## src/rtl/bshop_pkg.sv

```systemverilog
package bshop_pkg;

  // Shift type code taken from field bits [6:5]
  typedef enum logic [1:0] {
    SHK_LSL = 2'b00,
    SHK_LSR = 2'b01,
    SHK_ASR = 2'b10,
    SHK_ROR = 2'b11
  } shift_kind_e;

  localparam int FIELD_W    = 12;
  localparam int IMM8_W     = 8;
  localparam int ROT_LO     = 8;
  localparam int ROT_W      = 4;
  localparam int SAMT_LO    = 7;
  localparam int SAMT_W     = 5;
  localparam int KIND_LO    = 5;
  localparam int RS_AMT_W   = 8;

endpackage

```

## src/rtl/bshop_decode.sv

```systemverilog
module bshop_decode
  import bshop_pkg::*;
#(
  parameter int DATA_W = 32,
  parameter int AMT_W  = RS_AMT_W
) (
  input  logic [FIELD_W-1:0] field,
  input  logic [DATA_W-1:0]  rm_val,
  input  logic [DATA_W-1:0]  rs_val,
  input  logic               use_imm,
  input  logic               shift_by_reg,
  input  logic               mem_mode,
  output logic [DATA_W-1:0]  src,
  output shift_kind_e        kind,
  output logic [AMT_W-1:0]   amt,
  output logic               rrx,
  output logic               extra
);

  logic [SAMT_W-1:0] imm_amt;
  shift_kind_e       fld_kind;

  always_comb begin
    imm_amt  = field[SAMT_LO +: SAMT_W];
    fld_kind = shift_kind_e'(field[KIND_LO +: 2]);
    src      = rm_val;
    kind     = fld_kind;
    amt      = '0;
    rrx      = 1'b0;
    extra    = 1'b0;
    if (use_imm && mem_mode) begin
      // plain 12-bit offset, no shift
      src  = DATA_W'(field);
      kind = SHK_LSL;
    end else if (use_imm) begin
      // rotated constant: rotate by twice the 4-bit field
      src  = DATA_W'(field[IMM8_W-1:0]);
      kind = SHK_ROR;
      amt  = AMT_W'({field[ROT_LO +: ROT_W], 1'b0});
    end else if (shift_by_reg && !mem_mode) begin
      amt   = rs_val[AMT_W-1:0];
      extra = 1'b1;
    end else begin
      amt = AMT_W'(imm_amt);
      if (imm_amt == '0) begin
        unique case (fld_kind)
          SHK_LSL: amt = '0;
          SHK_LSR,
          SHK_ASR: amt = AMT_W'(DATA_W);
          SHK_ROR: rrx = 1'b1;
          default: amt = '0;
        endcase
      end
    end
  end

endmodule

```

## src/rtl/bshop_core.sv

```systemverilog
module bshop_core
  import bshop_pkg::*;
#(
  parameter int DATA_W = 32,
  parameter int AMT_W  = RS_AMT_W
) (
  input  logic [DATA_W-1:0] src,
  input  shift_kind_e       kind,
  input  logic [AMT_W-1:0]  amt,
  input  logic              rrx,
  input  logic              cin,
  output logic [DATA_W-1:0] res,
  output logic              cout
);

  localparam int IDX_W = $clog2(DATA_W);
  localparam logic [IDX_W:0] FULL = (IDX_W+1)'(DATA_W);

  logic [DATA_W:0]   lsl_w;
  logic [DATA_W:0]   lsr_w;
  logic [DATA_W:0]   asr_w;
  logic [AMT_W-1:0]  asr_amt;
  logic [IDX_W-1:0]  rot_k;
  logic [DATA_W-1:0] rot_v;

  always_comb begin
    // extra bit beside the data catches the last bit shifted out
    lsl_w   = {1'b0, src} << amt;
    lsr_w   = {src, 1'b0} >> amt;
    asr_amt = (amt > AMT_W'(DATA_W)) ? AMT_W'(DATA_W) : amt;
    asr_w   = $unsigned($signed({src, 1'b0}) >>> asr_amt);
    rot_k   = amt[IDX_W-1:0];
    rot_v   = (src >> rot_k) | (src << (FULL - {1'b0, rot_k}));
  end

  always_comb begin
    res  = src;
    cout = cin;
    if (rrx) begin
      res  = {cin, src[DATA_W-1:1]};
      cout = src[0];
    end else if (amt != '0) begin
      unique case (kind)
        SHK_LSL: {cout, res} = lsl_w;
        SHK_LSR: {res, cout} = lsr_w;
        SHK_ASR: {res, cout} = asr_w;
        SHK_ROR: begin
          res  = rot_v;
          cout = rot_v[DATA_W-1];
        end
        default: begin
          res  = src;
          cout = cin;
        end
      endcase
    end
  end

endmodule

```

## src/rtl/bshop_unit.sv

```systemverilog
module bshop_unit
  import bshop_pkg::*;
#(
  parameter int DATA_W = 32,
  parameter int AMT_W  = RS_AMT_W
) (
  input  logic               clk,
  input  logic               rst,
  input  logic [FIELD_W-1:0] field,
  input  logic [DATA_W-1:0]  rm_val,
  input  logic [DATA_W-1:0]  rs_val,
  input  logic               use_imm,
  input  logic               shift_by_reg,
  input  logic               mem_mode,
  input  logic               carry_in,
  output logic [DATA_W-1:0]  operand_q,
  output logic               carry_q,
  output logic               extra_cycle_q
);

  logic [DATA_W-1:0] d_src;
  shift_kind_e       d_kind;
  logic [AMT_W-1:0]  d_amt;
  logic              d_rrx;
  logic              d_extra;
  logic [DATA_W-1:0] c_res;
  logic              c_cout;

  bshop_decode #(.DATA_W(DATA_W), .AMT_W(AMT_W)) u_decode (
    .field        (field),
    .rm_val       (rm_val),
    .rs_val       (rs_val),
    .use_imm      (use_imm),
    .shift_by_reg (shift_by_reg),
    .mem_mode     (mem_mode),
    .src          (d_src),
    .kind         (d_kind),
    .amt          (d_amt),
    .rrx          (d_rrx),
    .extra        (d_extra)
  );

  bshop_core #(.DATA_W(DATA_W), .AMT_W(AMT_W)) u_core (
    .src  (d_src),
    .kind (d_kind),
    .amt  (d_amt),
    .rrx  (d_rrx),
    .cin  (carry_in),
    .res  (c_res),
    .cout (c_cout)
  );

  always_ff @(posedge clk) begin
    if (rst) begin
      operand_q     <= '0;
      carry_q       <= 1'b0;
      extra_cycle_q <= 1'b0;
    end else begin
      operand_q     <= c_res;
      carry_q       <= c_cout;
      extra_cycle_q <= d_extra;
    end
  end

  logic reg_form;
  assign reg_form = !use_imm && shift_by_reg && !mem_mode;

  // extra cycle only for a data-processing shift by register
  assert_extra_cycle_R9: assert property (@(posedge clk) disable iff (rst)
    1'b1 |=> (extra_cycle_q == $past(reg_form)));

  // register amount of zero passes value and carry through
  assert_reg_zero_pass_R10: assert property (@(posedge clk) disable iff (rst)
    (reg_form && rs_val[AMT_W-1:0] == '0) |=>
      (operand_q == $past(rm_val) && carry_q == $past(carry_in)));

  // logical left by immediate zero is a pass-through
  assert_lsl0_pass_R6: assert property (@(posedge clk) disable iff (rst)
    (!use_imm && !reg_form && field[KIND_LO +: 2] == 2'b00 &&
     field[SAMT_LO +: SAMT_W] == '0) |=>
      (operand_q == $past(rm_val) && carry_q == $past(carry_in)));

  // memory immediate offset is zero-extended, carry untouched
  assert_mem_imm_R4: assert property (@(posedge clk) disable iff (rst)
    (use_imm && mem_mode) |=>
      (operand_q == DATA_W'($past(field)) && carry_q == $past(carry_in) &&
       !extra_cycle_q));

  // arithmetic right by 32 or more saturates to the sign
  assert_asr_sat_R12: assert property (@(posedge clk) disable iff (rst)
    (reg_form && field[KIND_LO +: 2] == 2'b10 &&
     rs_val[AMT_W-1:0] >= AMT_W'(DATA_W)) |=>
      (operand_q == {DATA_W{$past(rm_val[DATA_W-1])}} &&
       carry_q == $past(rm_val[DATA_W-1])));

endmodule

```

## config.mk

```make
export PLATFORM = sky130hd
export DESIGN_NAME = bshop_unit
export DESIGN_NICKNAME = d
export VERILOG_FILES = /design/src/rtl/bshop_pkg.sv /design/src/rtl/bshop_decode.sv /design/src/rtl/bshop_core.sv /design/src/rtl/bshop_unit.sv
export SDC_FILE = /design/constraint.sdc
export NUM_CORES = 1
export LEC_CHECK = 0
export ABC_AREA = 1
export ABC_CLOCK_PERIOD_IN_PS = 3750
export BUFFER_PORTS_ARGS = -buffer_cell sky130_fd_sc_hd__buf_2
export CORE_AREA = 2 2 129 193
export CTS_CLUSTER_DIAMETER = 40
export DETAILED_ROUTE_END_ITERATION = 16
export DIE_AREA = 0 0 131 195
export PLACE_DENSITY_LB_ADDON = 0.1
export SLEW_MARGIN = 40
export SYNTH_ARGS = -nofsm -noshare
export SYNTH_HDL_FRONTEND = slang
export SYNTH_HIERARCHICAL = 1
export SYNTH_SLANG_ARGS = --single-unit
```

## constraint.sdc

```tcl
create_clock -name clk -period 3.75 [get_ports clk]
set_input_delay 0 -clock clk [delete_from_list [all_inputs] [get_ports clk]]
set_output_delay 0 -clock clk [all_outputs]
set_load 0.01 [all_outputs]
```

==> impl_metrics.py <==
metrics = {
    "logic_synthesis": {
        "yosys_register_bits": 34,
        "synth_cell_type_count": 50,
        "synth_async_sr_flop_share_pct": 0,
        "ys_top_cells_by_area": "nand2_1, nand3_1, o21ai_0, nor2_1, dfxtp_1",
        "ys_warn_count": 6,
        "synth_edf_count": 0,
        "synthesis.instances": 1920,
        "synth_fp_nets": 2004,
        "yosys.area.top_type_share_pct": 23.0,
        "syn_area_sq_um": 9410,
        "synth_ff_type": "dfxtp_1",
        "syn_avg_cell_area_sq_um": 4.90,
        "synth_seq_area_share_pct": 7.23,
        "synth_top_area_cell": "nand2_1",
    },
    "clocking": {
        "path_clk_slew_ns": 0.06,
        "clkSinkCount": 34,
        "cts.path.max_buffers": 2,
        "cts_root_buf": "clkbuf_16",
        "cts_tree": "built",
        "numCtsBuffers": 5,
        "cts.htree.levels": 2,
    },
    "timing": {
        "tightest_slew_ns": 0.765,
        "setup_viol": 0,
        "post-route-period-util_pct": 94.2,
        "slew_headroom_pct": 48.8,
        "min_period_ns": 3.53,
        "setup-tns-final_ns": 0,
        "max_freq_mhz": 283,
        "hold_viol": 0,
        "finalMaxSlewViolations": 0,
        "worst_slack_ns": 0.216,
        "rsz0062_at_grt": "true",
    },
    "setup_path": {
        "endpoint_kind": "flop",
        "worstPathArrival_ns": 3.68,
        "start_kind": "primary input",
        "crit_type": "primary input to flop",
        "critPathRequiredTime_ns": 3.90,
        "cp_max_fo": 31,
    },
    "layout": {
        "layout-drive-gt1-share_pct": 11.6,
        "post-route-util_pct": 43.7,
        "nNetsFinal": 2039,
        "syn_to_final_growth_pct": 10.3,
        "register_area_sq_um": 681,
        "final_cell_mix": "nand2_1, nand3_1, o21ai_0",
        "final_common_cell": "nand2_1",
        "multi_input_area_sq_um": 7400,
        "final_cell_area_sq_um": 10400,
        "fillCellCount": 2816,
    },
    "drt": {
        "vias": 13600,
        "drt.antenna.violating_nets": 0,
        "drt-initial-drc-count": 1462,
        "routed_wl_mm": 49.3,
        "vias_per_cell": 5.97,
        "wl_per_cell_um": 21.6,
        "firstDrtPassIters": 8,
        "drc": 0,
    },
    "die": {
        "core_sq_um": 23700,
        "ioPinCount": 116,
        "fp.dieArea_sq_um": 25500,
        "fp-row-count": 69,
        "die_width_um": 131,
        "start_util_pct": 39.6,
        "fp.dieH_um": 195,
    },
    "grt": {
        "grt_pass1_wl_mm": 73.6,
        "antenna_found_initial": 5,
        "grt_max_degree": 72,
        "grt_usage_pct": 38.1,
        "grt-ovfl-total": 0,
        "grt_pass1_vias": 12595,
    },
    "flow_run": {
        "max_cap_viol_count": 0,
    },
    "place": {
        "gp_congestion": 1.05,
        "dp_hpwl_mm": 38.8,
        "post-place-ws_ns": 0.212,
        "postPlaceCellArea_sq_um": 10200,
        "port_buffers": 91,
    },
    "power": {
        "p_per_area_nw_per_um2": 343,
        "p_leak_nw": 5.12,
        "ir_worst_vdd_mv": 0.189,
    },
    "min_path": {
        "min_to": "operand_q[31]",
        "holdCritStartpoint": "carry_in",
        "hold_depth": 5,
        "hold_path.class": "primary input to flop",
    },
    "outcome": {
        "status": "completed",
    },
}
report_power, final:
part	switching, mW	internal [mW]	leakage (nW)
clock network	0.166	0.382	0.0940
logic	1.81	0.759	4.74
registers	0.0245	0.418	0.281
total	2.00	1.56	5.12
per-layer routing:
metal	global-route usage, %	routed length (um)
met5	1.01	56
met4	28.5	4460
met3	7.62	4290
met2	61.1	22600
met1	43.7	17800
cells by family after synthesis:
logic type	after synthesis	synth area share, %
buf+inv	304	14.5
flops	34	7.23
fa+ha+maj	2	0.266
xor+xnor	1	0.293
mux	14	1.49
compound gates	418	24.1
simple gates	1147	52.2
registers in the layout, summed over array words and instances (netlist names):
signal / cells
operand_q: 32
carry_q: 1
extra_cycle_q: 1
synthesized netlist by cell type (all sizes together), types with 2 or more instances:
cell type and instances:
buf 89, o31ai 3, o2111ai 2, nand3 336, o211ai 29, nor2 199, inv 162, clkinv 3
a211oi 2, o21ai 253, ha 2, or2 10, and2 2, dfxtp 34, a21oi 92, a31oi 10
mux2i 14, clkbuf 50, o21a 3, o22ai 10, nand4 11, nor3 4, a22oi 5, o21bai 4
nand2 584
worst max-delay path, stage by stage:
cell and delay [ns]:
buf_2 0.18, inv_8 0.14, nand3_4 0.10, inv_2 0.11
nand2_1 0.10, o21ai_4 0.16, inv_1 0.12, ha_1 0.32
nand2_4 0.12, nor2_4 0.04, nand2_2 0.08, nand2_4 0.12
inv_4 0.12, nor2_4 0.08, inv_2 0.46, nand3_1 0.45
nand3_1 0.25, nand3_1 0.11, nand3_1 0.11, nand3_1 0.21
nand2_1 0.14, nand2_1 0.06, inv_1 0.05, nor2_1 0.03
per-stage QoR:
step	power [mW]	std cells	hold slack (ns)
final	3.56	2277	0.167
after global routing	3.80	2277	0.212
after CTS	3.45	2275	0.176
after detailed placement	2.90	2267	0.392
after global placement	2.90	2267	0.395
after floorplan	2.08	1920	0.188
worst max-delay path by stage:
stage	start	endpoint	slack, ns	depth (start not counted)
3_5_place_dp	use_imm	operand_q[25]	0.21	26
5_1_grt	use_imm	operand_q[4]	-0.02	24
2_1_floorplan	use_imm	operand_q[24]	0.85	25
4_1_cts	use_imm	operand_q[25]	0.50	26
6_report	use_imm	operand_q[4]	0.22	24
3_3_place_gp	use_imm	operand_q[12]	0.23	27
final cells by class:
| class | instances | share of cell area [%] |
|---|---|---|
| multi-input cells | 1582 | 71.4 |
| flip-flops and latches | 34 | 6.56 |
| repair buffers | 167 | 10.2 |
| inverters | 165 | 6.16 |
| clock inverters | 3 | 0.663 |
| clock buffers | 5 | 1.21 |
| well taps | 319 | 3.85 |
| diodes | 2 | 0.0482 |
what timing repair did:
action	in CTS	in global routing
hold buffers	0	0
buffers inserted	0	0
setup endpoints to repair	0	2
gates resized for setup	0	4
(Power assumes the default switching activity.)
